[src/rtl/brk_pkg.sv]
package brk_pkg;
  localparam int unsigned OP_W = 8;
  // opcode bytes whose instruction reports match address + 2
  localparam logic [255:0] DEF_PLUS2_MASK = {
    64'hFFFF_0000_0000_0000,
    64'h0000_0000_0000_0000,
    64'h0000_0000_0000_0000,
    64'h00FF_0000_0000_0000
  };
endpackage

[src/rtl/brk_cfg_regs.sv]
module brk_cfg_regs #(
  parameter int unsigned ADDR_W = 20,
  parameter int unsigned NUM_CH = 2,
  parameter int unsigned SEL_W  = 2
) (
  input  logic                          clk_i,
  input  logic                          rst_ni,
  input  logic                          we_i,
  input  logic [SEL_W-1:0]              sel_i,
  input  logic [ADDR_W-1:0]             wdata_i,
  output logic [NUM_CH-1:0][ADDR_W-1:0] match_o,
  output logic [NUM_CH-1:0]             en_o
);
  localparam logic [SEL_W-1:0] EN_SEL = SEL_W'(NUM_CH);

  for (genvar g = 0; g < NUM_CH; g++) begin : g_ch
    localparam logic [SEL_W-1:0] MY_SEL = SEL_W'(g);
    always_ff @(posedge clk_i or negedge rst_ni) begin
      if (!rst_ni)                        match_o[g] <= '0;
      else if (we_i && sel_i == MY_SEL)   match_o[g] <= wdata_i;
    end
  end

  always_ff @(posedge clk_i or negedge rst_ni) begin
    if (!rst_ni)                      en_o <= '0;
    else if (we_i && sel_i == EN_SEL) en_o <= wdata_i[NUM_CH-1:0];
  end
endmodule

[src/rtl/brk_addr_cmp.sv]
module brk_addr_cmp #(
  parameter int unsigned ADDR_W = 20,
  parameter int unsigned NUM_CH = 2,
  parameter int unsigned SRC_W  = 1
) (
  input  logic                          clk_i,
  input  logic                          rst_ni,
  input  logic [ADDR_W-1:0]             addr_i,
  input  logic [NUM_CH-1:0][ADDR_W-1:0] match_i,
  input  logic [NUM_CH-1:0]             en_i,
  output logic [NUM_CH-1:0]             hit_o,
  output logic                          any_o,
  output logic [SRC_W-1:0]              src_o
);
  for (genvar g = 0; g < NUM_CH; g++) begin : g_cmp
    assign hit_o[g] = en_i[g] && (match_i[g] == addr_i);
  end

  assign any_o = |hit_o;

  // lowest index wins
  always_comb begin
    src_o = '0;
    for (int i = NUM_CH - 1; i >= 0; i--) begin
      if (hit_o[i]) src_o = SRC_W'(i);
    end
  end

  AST_SRC_IS_HIT: assert property (@(posedge clk_i) disable iff (!rst_ni)
    any_o |-> hit_o[src_o]);
endmodule

[src/rtl/brk_len_decode.sv]
module brk_len_decode
  import brk_pkg::*;
#(
  parameter logic [255:0] PLUS2_MASK = DEF_PLUS2_MASK
) (
  input  logic [OP_W-1:0] op_i,
  output logic            plus2_o
);
  assign plus2_o = PLUS2_MASK[op_i];
endmodule

[src/rtl/brk_req_ctrl.sv]
module brk_req_ctrl #(
  parameter int unsigned ADDR_W = 20,
  parameter int unsigned SRC_W  = 1
) (
  input  logic              clk_i,
  input  logic              rst_ni,
  input  logic              exec_i,
  input  logic              ack_i,
  input  logic              hit_i,
  input  logic [SRC_W-1:0]  hit_src_i,
  input  logic [ADDR_W-1:0] addr_i,
  input  logic              plus2_i,
  output logic              req_o,
  output logic [SRC_W-1:0]  src_o,
  output logic [ADDR_W-1:0] pc_o
);
  logic              take;
  logic [ADDR_W-1:0] pc_next;

  assign take    = exec_i && hit_i && (!req_o || ack_i);
  assign pc_next = addr_i + (plus2_i ? ADDR_W'(2) : ADDR_W'(1));

  always_ff @(posedge clk_i or negedge rst_ni) begin
    if (!rst_ni) begin
      req_o <= 1'b0;
      src_o <= '0;
      pc_o  <= '0;
    end else if (take) begin
      req_o <= 1'b1;
      src_o <= hit_src_i;
      pc_o  <= pc_next;
    end else if (ack_i) begin
      req_o <= 1'b0;
    end
  end

  AST_REQ_NEEDS_STROBE: assert property (@(posedge clk_i) disable iff (!rst_ni)
    $rose(req_o) |-> $past(exec_i));
  AST_REQ_HOLD: assert property (@(posedge clk_i) disable iff (!rst_ni)
    req_o && !ack_i |=> req_o);
  AST_ACK_DROP: assert property (@(posedge clk_i) disable iff (!rst_ni)
    req_o && ack_i && !exec_i |=> !req_o);
  AST_PENDING_STABLE: assert property (@(posedge clk_i) disable iff (!rst_ni)
    req_o && !ack_i |=> $stable(pc_o) && $stable(src_o));
endmodule

[src/rtl/brk_match_unit.sv]
module brk_match_unit
  import brk_pkg::*;
#(
  parameter int unsigned  ADDR_W     = 20,
  parameter int unsigned  NUM_CH     = 2,
  parameter logic [255:0] PLUS2_MASK = DEF_PLUS2_MASK,
  localparam int unsigned SRC_W      = (NUM_CH > 1) ? $clog2(NUM_CH) : 1,
  localparam int unsigned SEL_W      = $clog2(NUM_CH + 1)
) (
  input  logic              clk_i,
  input  logic              rst_ni,
  input  logic              cfg_we_i,
  input  logic [SEL_W-1:0]  cfg_sel_i,
  input  logic [ADDR_W-1:0] cfg_wdata_i,
  input  logic [ADDR_W-1:0] fetch_addr_i,
  input  logic [OP_W-1:0]   fetch_op_i,
  input  logic              exec_i,
  input  logic              ack_i,
  output logic              req_o,
  output logic [SRC_W-1:0]  src_o,
  output logic [ADDR_W-1:0] saved_pc_o
);
  logic [NUM_CH-1:0][ADDR_W-1:0] match;
  logic [NUM_CH-1:0]             en;
  logic [NUM_CH-1:0]             hit_vec;
  logic                          hit_any;
  logic [SRC_W-1:0]              hit_src;
  logic                          plus2;

  brk_cfg_regs #(.ADDR_W(ADDR_W), .NUM_CH(NUM_CH), .SEL_W(SEL_W)) u_regs (
    .clk_i, .rst_ni,
    .we_i(cfg_we_i), .sel_i(cfg_sel_i), .wdata_i(cfg_wdata_i),
    .match_o(match), .en_o(en)
  );

  brk_addr_cmp #(.ADDR_W(ADDR_W), .NUM_CH(NUM_CH), .SRC_W(SRC_W)) u_cmp (
    .clk_i, .rst_ni,
    .addr_i(fetch_addr_i), .match_i(match), .en_i(en),
    .hit_o(hit_vec), .any_o(hit_any), .src_o(hit_src)
  );

  brk_len_decode #(.PLUS2_MASK(PLUS2_MASK)) u_dec (
    .op_i(fetch_op_i), .plus2_o(plus2)
  );

  brk_req_ctrl #(.ADDR_W(ADDR_W), .SRC_W(SRC_W)) u_ctrl (
    .clk_i, .rst_ni,
    .exec_i, .ack_i,
    .hit_i(hit_any), .hit_src_i(hit_src),
    .addr_i(fetch_addr_i), .plus2_i(plus2),
    .req_o, .src_o, .pc_o(saved_pc_o)
  );

  AST_NO_HIT_NO_RISE: assert property (@(posedge clk_i) disable iff (!rst_ni)
    !req_o && !(exec_i && (hit_vec != '0)) |=> !req_o);
endmodule

[config.mk]
export PLATFORM = sky130hd
export DESIGN_NAME = brk_match_unit
export DESIGN_NICKNAME = d
export VERILOG_FILES = /design/src/rtl/brk_pkg.sv /design/src/rtl/brk_cfg_regs.sv /design/src/rtl/brk_addr_cmp.sv /design/src/rtl/brk_len_decode.sv /design/src/rtl/brk_req_ctrl.sv /design/src/rtl/brk_match_unit.sv
export SDC_FILE = /design/constraint.sdc
export NUM_CORES = 1
export LEC_CHECK = 0
export BUFFER_PORTS_ARGS = -buffer_cell sky130_fd_sc_hd__buf_4
export CAP_MARGIN = 20
export CORE_UTILIZATION = 35
export DETAILED_ROUTE_END_ITERATION = 10
export PLACE_DENSITY = 0.65
export SKIP_LAST_GASP = 1
export SYNTH_ARGS = -nofsm -noshare
export SYNTH_HDL_FRONTEND = slang
export SYNTH_SLANG_ARGS = --single-unit
[constraint.sdc]
create_clock -name clk_i -period 2.2 [get_ports clk_i]
set_clock_uncertainty 0.2 [all_clocks]
set_input_delay 0.11 -clock clk_i [delete_from_list [all_inputs] [get_ports clk_i]]
set_output_delay 0.11 -clock clk_i [all_outputs]
set_load 0.05 [all_outputs]
==> results by stage, run 1 <==
Outcome:
- The flow ran to the end, but the final reports show violations.
- The checks that failed: setup timing.

Worst setup path:
- The number of buffers and inverters on the critical path is 1.
- The biggest fanout along the worst timing path is 11.
- The depth of the critical timing path with buffers and inverters included is 6.
- Data on the critical path is required at its endpoint by 2230 ps.
- The launching point of the worst reg2reg path is u_regs.match_o[3].
- The arrival time at the worst endpoint is 2290 ps.
- The largest single stage delay on the critical path is around 560 ps.
- The signal on the critical path passes through xnor2_2 -> nand4_1 -> or4_4 -> a2bb2o_4 -> buf_12 -> mux2_4.
- STA classifies the critical path endpoint as a flip-flop.
- The slowest stage of the critical path is the sky130_fd_sc_hd__or4_4 cell.
- The number of cells traversed by the worst register-to-register path is 6.
- Tracing the worst setup path back leads to its startpoint at u_regs.match_o[3].
- The cell family contributing the most delay on the critical path is simple AND/OR/NAND/NOR gates.
- STA classifies the critical path startpoint as a flip-flop.
- The path type of the worst setup path is reg2reg.

Global routing:
- The first-pass GRT wire length is between 10 and 15 mm.
- Global routing used 16.7% of the available tracks across all layers.
- The aggregate global routing overflow is 0.
- The via count of the first global-routing pass is around 2,400.
- Entering global routing, the biggest net connects 65 pins.
- The number of antenna violations at the first check in global routing is 0.

Min path:
- The worst hold path begins at fetch_addr_i[2].
- The number of stages on the worst hold path is 3.
- The min-delay analysis places its worst path in the category in2reg.

Synthesis:
- Sorting the synthesized cells by area gives the leading types as sky130_fd_sc_hd__dfrtp_1 (46%), sky130_fd_sc_hd__xnor2_1 (10%), sky130_fd_sc_hd__mux2_1 (9.4%).
- The share of flip-flops with an asynchronous set or reset is 100%.
- The most common cell in the synthesized netlist is sky130_fd_sc_hd__dfrtp_1.
- The count of flip-flops with a built-in enable after synthesis is 0.
- The count of state elements after synthesis is 64.
- Ranked by instance count, the synthesized netlist is headed by sky130_fd_sc_hd__dfrtp_1 (64), sky130_fd_sc_hd__xnor2_1 (40), sky130_fd_sc_hd__mux2_1 (29).
- A synthesized cell averages 12.8 um^2.
- Summing the sequential cell areas from Yosys gives 46.0% of the chip area.
- The cell count after synthesis came out at 271.
- Summed over all instances, the cell type with the most area after synthesis is sky130_fd_sc_hd__dfrtp_1.
- The combined area of all synthesized cells is 0.00348 mm^2.
- The synthesized net count is ~330.
- The proportion of netlist area held by the largest area contributor is 46.0%.
- The number of library cell types mapped by synthesis is 38.
- The number of warnings issued by yosys is 0.
- The prevailing post-synth register cell is sky130_fd_sc_hd__dfrtp_1.

Layout:
- The filler-free cell count of the finished design is roughly 530.
- The fraction of final layout cells with drive strength greater than 1 is 36.6%.
- The number of antenna repair diodes is 0.
- From synthesis to final layout, the design area changed by 38.7%.
- The net count reported at finish is roughly 450.
- The total of fill cells in the finished design is 904.
- The multi-input logic area is 0.00175 mm^2.
- The storage element area is 0.00160 mm^2.

Clock tree:
- The clock tree synthesis step divided the H-tree into 3 levels.
- The clock net sink count is 64.
- The later-pin clock latency in the skew report is 350 ps.
- Clock-pin slew was measured on the worst setup and hold paths at 70 ps.
- The clock passes through at most 2 buffers.
- The CTS tree is yes.
- The cell sitting at the root of the clock tree is a sky130_fd_sc_hd__clkbuf_8.
- The CTS buffer count is 9.

Routing:
- The first TritonRoute pass finished after 4 iterations.
- The average wire length per cell after detail routing is 14.9 um.
- The first routing iteration left a little over 50 violations.
- The count of vias placed by the detailed router is roughly 2,400.
- The detail route stage leaves a number of antenna-violating nets equal to 0.
- For this run, design rule violations remaining after detail routing come to 0.
- The sum of routed wire length over all layers is 7.90 mm.
- The via-per-instance ratio is about 4.5.

STA:
- The fraction of the cycle the final worst path needs is 103%.
- The final number of hold-violating endpoints is 0.
- Setup repair after global routing could not meet its margin everywhere.
- The relative slew slack is 46.8%.
- The routed design could run at a clock period as short as 2270 ps.
- The total negative slack is -998 ps.
- The max-slew violation count is 0.
- Setup violations remaining at the end of the flow were counted as 20.
- Across all setup checks in the final design, the least slack found is -65.4 ps.
- For the pin with the worst max-slew slack, the measured transition is 799 ps.
- For this run, the top clock speed supported by timing is between 400 and 500 MHz.

Placed design:
- Timing analysis after detailed placement gives a worst setup slack of -218 ps.
- The number of instances in the placed design is 472.
- The detailed-placement wirelength estimate is 5.94 mm.
- The global placement routability congestion is 0.802.
- Buffers placed on the I/O ports in this run total 73.

Power:
- The total net switching power is 0.829 mW.
- The leakage dissipation is approximately 2.1 nW.
- The logic gate share of total power is 19.2%.
- Power comes to about 3.2 mW.
- The net switching fraction of the power is 26.1%.
- The internal power component is approximately 2.3 mW.
- The sequential fraction of design power is around 45%.
- The part of the total power dissipated in the clock network is 35.9%.
- The power density over cell area is 657 mW/mm^2.
- IR analysis of the VDD net gives a maximum drop of approximately 0.31 mV.

Floorplanning:
- The I/O pin count is just under 80.
- In this run the horizontal extent of the chip is a little over 100 um.
- The placeable core region is 0.00973 mm^2.
- The floorplan step defined a die boundary enclosing 0.0104 mm^2.
- In this run the core area contains 36 standard-cell rows.
- The die boundary height is roughly 100 um.
- The initial utilization of the core area, before any placement, comes to 35.8%.

Flow run:
- Max-cap violations in this run came to 0.
==> registers in the layout (all words and copies together), names as in the netlist <==
register and flops:
u_ctrl.pc_o 20, u_ctrl.src_o 1, u_ctrl.req_o 1, u_regs.match_o 40
u_regs.en_o 2
==> path summary, 6_finish.rpt <==
path                                       to  slack (ps)
max                           u_ctrl.pc_o[11]         -70
min                            u_ctrl.pc_o[2]          20
max reg2reg                   u_ctrl.pc_o[11]         -70
min reg2reg                u_regs.match_o[16]         310
max in group asynchronous  u_regs.match_o[20]        1080
min in group asynchronous      u_ctrl.pc_o[8]         200
==> kinds of logic (layout without fill, tap and decap cells) <==
kind of cell	Yosys count	in the layout	share of synthesized area (%)
and+or+nand+nor	56	56	9.88
xor gates and xnor gates	58	58	15.2
buffers and inverters	22	147	4.13
adders and majority gates	3	3	1.29
DFF	64	64	46.0
AOI/OAI and AO/OA	6	6	1.54
muxes	62	62	21.9
==> cells in the final DEF (no fill, tap or decap), drive strengths merged <==
master / Yosys / final
nor2: 6 / 6
xnor2: 43 / 43
nor3b: 1 / 1
xor2: 15 / 15
dlygate4sd3: 0 / 39
a2bb2o: 1 / 1
bufinv: 0 / 2
o21ai: 1 / 1
mux2i: 2 / 2
buf: 11 / 87
nor3: 3 / 3
a21o: 2 / 2
nor4b: 2 / 2
ha: 2 / 2
dfrtp: 64 / 64
nor2b: 1 / 1
nand2b: 1 / 1
clkinvlp: 0 / 2
mux2: 60 / 60
and4: 1 / 1
a2bb2oi: 1 / 1
nor4: 4 / 4
inv: 5 / 5
a21oi: 1 / 1
or4: 1 / 1
nand4: 11 / 11
and3: 1 / 1
nand2: 14 / 14
fa: 1 / 1
clkbuf: 6 / 11
nand3: 8 / 8
nand3b: 2 / 2
clkinv: 0 / 1
==> cell type report <==
type                    instances  share of cell area (%)
flip-flops and latches         64                    33.2
multi-input cells             185                    36.3
clock inverters                 5                    1.66
clock buffers                  11                    2.93
well taps                     133                    3.44
inverters                       5                   0.389
repair buffers                126                    22.1
==> worst reg2reg max path: cells and delay by family, from the launching register on <==
kind	cells	cell delay [ps]
and+or+nand+nor	2	660
DFF	1	410
muxes	1	300
AOI/OAI and AO/OA	1	260
xor gates and xnor gates	1	160
buffers and inverters	1	150
==> metal layers <==
| layer | track usage, % | part of all wire (%) | wire [um] |
|---|---|---|---|
| met5 | 0 | 0 | 0 |
| met1 | 22.1 | 47 | 3710 |
| met4 | 8.14 | 2.3 | 179 |
| met3 | 3.11 | 3.5 | 274 |
| met2 | 26.4 | 47 | 3740 |
==> repair_timing <==
item / 4_1_cts / 5_1_grt
hold endpoints to repair: 121 / 0
gates resized for setup: 1 / 0
endpoints found under the setup margin: 18 / 20
hold buffers: 39 / 0
setup buffers: 2 / 0
==> metrics by stage <==
step | area [um^2] | util [%] | hold slack (ps)
detailed placement | 4200 | 43.1 | 55.7
finish | 4830 | 49.7 | 17.9
floorplan | 3490 | - | -386
CTS | 4830 | 49.7 | 3.11
global placement | 4200 | 43.1 | 51.3
global route | 4830 | 49.7 | 22.4
==> power groups by stage <==
stage / sequential [mW] / clock (mW) / combinational, mW
CTS: 1.43 / 1.17 / 0.621
finish: 1.42 / 1.14 / 0.610
floorplan: 1.42 / 0 / 0.369
global route: 1.45 / 1.22 / 0.668
global placement: 1.44 / 0 / 0.548
detailed placement: 1.45 / 0 / 0.561
Note: power is estimated with default switching activity, not from simulation.
==> inputs of run 2 (changes only) <==
--- a/config.mk
+++ b/config.mk
@@ -7,9 +7,11 @@
 export LEC_CHECK = 0
 export BUFFER_PORTS_ARGS = -buffer_cell sky130_fd_sc_hd__buf_4
 export CAP_MARGIN = 20
-export CORE_UTILIZATION = 35
+export CELL_PAD_IN_SITES_DETAIL_PLACEMENT = 0
+export CELL_PAD_IN_SITES_GLOBAL_PLACEMENT = 2
+export CORE_UTILIZATION = 33
 export DETAILED_ROUTE_END_ITERATION = 10
-export PLACE_DENSITY = 0.65
+export PLACE_DENSITY = 0.84
 export SKIP_LAST_GASP = 1
 export SYNTH_ARGS = -nofsm -noshare
 export SYNTH_HDL_FRONTEND = slang
==> run 2 against run 1 <==
  * Final area rose by 1.1%
  * The flow still finishes with violations (setup timing)
  * Utilization fell by 2.1 points
  * Wire length rose by 1.8%
  * Highest routed layer unchanged
  * Register-to-register slack barely moved
  * Cell count rose by 0.95%
  * Via count fell by 0.96%
  * Die area rose by 5.9%
  * Global-route usage fell by 1.0 points
  * Power fell by 0.78%
  * Sequential power barely moved
==> results by stage, run 2 (synthesis results as in run 1) <==
Outcome:
- The flow ran to the end, but the final reports show violations.
- The checks that failed: setup timing.

Worst setup path:
- The biggest fanout along the worst timing path is 4 (-7).
- The worst setup path is launched from a flip-flop.
- The arrival time at the worst endpoint came to 2310 ps (+20 ps).
- Walking the worst path, the cells encountered are xnor2_2 -> nand3_2 -> or4_4 -> a2bb2o_4 -> clkbuf_16 -> mux2_4.
- The peak per-stage delay on the critical path is 550 ps (about the same).
- STA classifies the critical path endpoint as a flip-flop.
- The critical path in this run is classified as reg2reg.
- The register-to-register setup slack is -80 ps (about the same).
- The number of cells traversed by the worst register-to-register path came to 6 (unchanged).
- The data required time of the worst path is 2230 ps (about the same).
- For this design, the slowest cell found on the critical path is sky130_fd_sc_hd__or4_4.

Routing:
- The total DRC errors in the routed layout is 0 (unchanged).
- The count of vias placed by the detailed router was 2,377 (-0.96%).
- The number of DRC violations after detailed-routing iteration 0 is 51 (unchanged).
- The sum of routed wire length over all layers is 8.04 mm (+1.8%).
- The via-per-instance ratio is 4.45 (-1.9%).
- The count of antenna-violating nets left after detailed routing was 0 (unchanged).
- The average wire length per cell after detail routing was 15.1 um (+0.81%).
- The first-pass iteration count of the detailed router was 9 (+5).

Floorplanning:
- The die span in x came to 105 um (+2.9%).
- The die boundary height came to 105 um (+2.9%).
- The placeable core region is 0.0103 mm^2 (+5.6%).
- The area of the die is 0.0110 mm^2 (+5.9%).
- The number of rows created at floorplan was 37 (+2.8%).
- The starting utilization of the core area is 33.9% (-1.9 points).
- The I/O pin count is 77 (unchanged).

STA:
- The number of endpoints failing setup at the final stage was 19 (-5.0%).
- The final critical delay including setup and external delays is 2280 ps (+13.8 ps).
- The smallest setup slack after layout is -79.2 ps (-13.8 ps).
- The maximum frequency from static timing analysis is 439 MHz (-0.60%).
- The final number of hold-violating endpoints is 0 (unchanged).
- The fraction of the cycle the final worst path needs is 104% (+0.63 points).
- The max-slew violation count is 0 (unchanged).
- The relative slew slack is 47.0% (+0.24 points).
- Setup repair after global routing could not meet its margin everywhere.
- The slew at the pin closest to its max-slew limit was 795 ps (-3.60 ps).

Layout:
- The net count reported at finish was 451 (+0.45%).
- The flip-flop count of the largest register after layout is 40 (unchanged).
- The largest registers in the layout are u_regs.match_o x40, u_ctrl.pc_o x20, u_regs.en_o x2.
- Leaving out fill and tap cells, the most frequent cells in the layout are sky130_fd_sc_hd__buf_4 (86), sky130_fd_sc_hd__dfrtp_1 (64), sky130_fd_sc_hd__xnor2_1 (38), sky130_fd_sc_hd__dlygate4sd3_1 (38), sky130_fd_sc_hd__mux2_1 (29).
- The most common cell after layout, fill and taps aside is sky130_fd_sc_hd__buf_4.
- The fraction of final layout cells with drive strength greater than 1 is 37.9% (+1.3 points).
- The synthesis-to-finish area growth is 40.3%.
- The number of antenna repair diodes is 0 (unchanged).
- More flip-flops sit in one register than any other, and that register is u_regs.match_o.
- The core occupancy in the finished layout came to 47.5% (-2.1 points).

Clock tree:
- The root buffer selected by CTS is sky130_fd_sc_hd__clkbuf_8.
- The deepest clock path buffer count is 2 (unchanged).
- The clock-pin slew on the worst setup and hold paths is 60 ps (about the same).
- The clock net sink count is 64 (unchanged).
- The later-pin clock latency in the skew report came to 350 ps (about the same).
- The H-tree level count came to 3 (unchanged).
- TritonCTS built the clock tree.
- The CTS buffer count is 9 (unchanged).

Global routing:
- The overall routing resource usage is 15.7% (-1.0 points).
- The number of antenna violations at the first check in global routing is 0 (unchanged).
- The first-pass GRT wire length came to 12.9 mm (+3.1%).
- The largest net degree at the start of global routing is 65 (unchanged).
- The aggregate global routing overflow is 0 (unchanged).
- The via count of the first global-routing pass is 2,463 (+1.5%).

Placed design:
- The minimum setup slack after placement is -234 ps (-16.2 ps).
- The global placement routability congestion came to 0.776 (-3.3%).
- The number of buffers added on ports is 73 (unchanged).
- The detailed-placement wirelength estimate is 5.95 mm (+0.15%).

Power:
- The leakage dissipation came to 2.16 nW (+1.5%).
- The logic gate share of total power is 19.8% (+0.6 points).
- The sequential fraction of design power was 45.3% (+0.5 points).
- The net switching fraction of the power is 26.0% (-0.089 points).
- The part of the total power dissipated in the clock network was 34.8% (-1.1 points).
- The total net switching power is 0.820 mW (-1.1%).
- The power density over cell area is 644 mW/mm^2 (-1.9%).
- The maximum ir drop on the vdd rail is 0.248 mV (-21%).
- The internal power component came to 2.33 mW (-0.66%).

Min path:
- The number of stages on the worst hold path was 3 (unchanged).
- The path type of the worst min-delay path is in2reg.

Flow run:
- The number of max-cap violations came to 0 (unchanged).
-- run 2: cell count changes in the layout (fill, tap and decap cells not counted) --
| cell | before | now |
|---|---|---|
| sky130_fd_sc_hd__xnor2_1 | 39 | 38 |
| sky130_fd_sc_hd__bufinv_16 | 2 | 1 |
| sky130_fd_sc_hd__clkbuf_16 | 0 | 1 |
| sky130_fd_sc_hd__buf_4 | 85 | 86 |
| sky130_fd_sc_hd__nor4_2 | 0 | 2 |
| sky130_fd_sc_hd__nor4_1 | 3 | 1 |
| sky130_fd_sc_hd__clkbuf_8 | 10 | 13 |
| sky130_fd_sc_hd__dlygate4sd3_1 | 39 | 38 |
| sky130_fd_sc_hd__clkinvlp_4 | 2 | 0 |
| sky130_fd_sc_hd__xnor2_2 | 4 | 5 |
| sky130_fd_sc_hd__buf_6 | 0 | 1 |
-- run 2: routing by layer --
| metal | vias up | global-route usage, % | routed length [um] |
|---|---|---|---|
| li1 | 1181 | - | - |
| met1 | 1137 | 20.8 | 3810 |
| met2 | 46 | 25.3 | 3850 |
| met3 | 13 | 2.56 | 242 |
| met4 | 0 | 6.64 | 138 |
| met5 | - | 0 | 0 |
-- run 2: area by class of cell --
cell class,count,area [um^2]
fillers,978,5390
clock inverters,2,35.0
inverters,5,18.8
multi-input cells,185,1770
clock buffers,14,183
well taps,136,170
repair buffers,128,1100
flip-flops and latches,64,1600
-- run 2: critical path, delay by kind of cell, from the launching register on --
kind	cells	cell delay [ps]
AND/OR/NAND/NOR	2	650
flip-flops	1	400
multiplexers	1	280
buffers and inverters	1	160
XOR/XNOR	1	190
AO/OA/AOI/OAI	1	280
-- run 2: final timing paths --
| path | end | from |
|---|---|---|
| setup / recovery | u_ctrl.pc_o[3] | u_regs.match_o[5] |
| hold / removal | u_ctrl.pc_o[2] | fetch_addr_i[2] |
| setup reg to reg | u_ctrl.pc_o[3] | u_regs.match_o[5] |
| hold reg to reg | u_regs.match_o[16] | u_regs.match_o[16] |
| max in group asynchronous | u_regs.match_o[2] | rst_ni |
| min in group asynchronous | u_ctrl.pc_o[12] | rst_ni |
-- run 2: power groups by stage --
stage | Clock (mW) | Combinational, mW | Sequential, mW
floorplan | 0 | 0.369 | 1.42
global placement | 0 | 0.556 | 1.44
detailed placement | 0 | 0.565 | 1.45
CTS | 1.12 | 0.623 | 1.43
global route | 1.18 | 0.683 | 1.45
finish | 1.10 | 0.624 | 1.43
-- run 2: metrics by stage --
step / area (um^2) / TNS, ps / std cells / hold slack (ps) / power, mW
final: 4880 / -1200 / 534 / 16.0 / 3.15
after CTS: 4830 / -1830 / 533 / 4.26 / 3.17
after floorplan: 3490 / 0 / 271 / -386 / 1.79
after global routing: 4880 / -2390 / 534 / 19.6 / 3.31
after detailed placement: 4220 / -2550 / 478 / 53.5 / 2.01
after global placement: 4220 / -1970 / 478 / 43.6 / 2.00
-- run 2: timing repair --
item / 4_1_cts / 5_1_grt
resized for setup: 0 / 5
buffers inserted: 1 / 0
cloned: 0 / 1
endpoints found under the setup margin: 18 / 20
hold endpoints to repair: 120 / 0
hold buffers: 38 / 0
pin swaps: 0 / 3
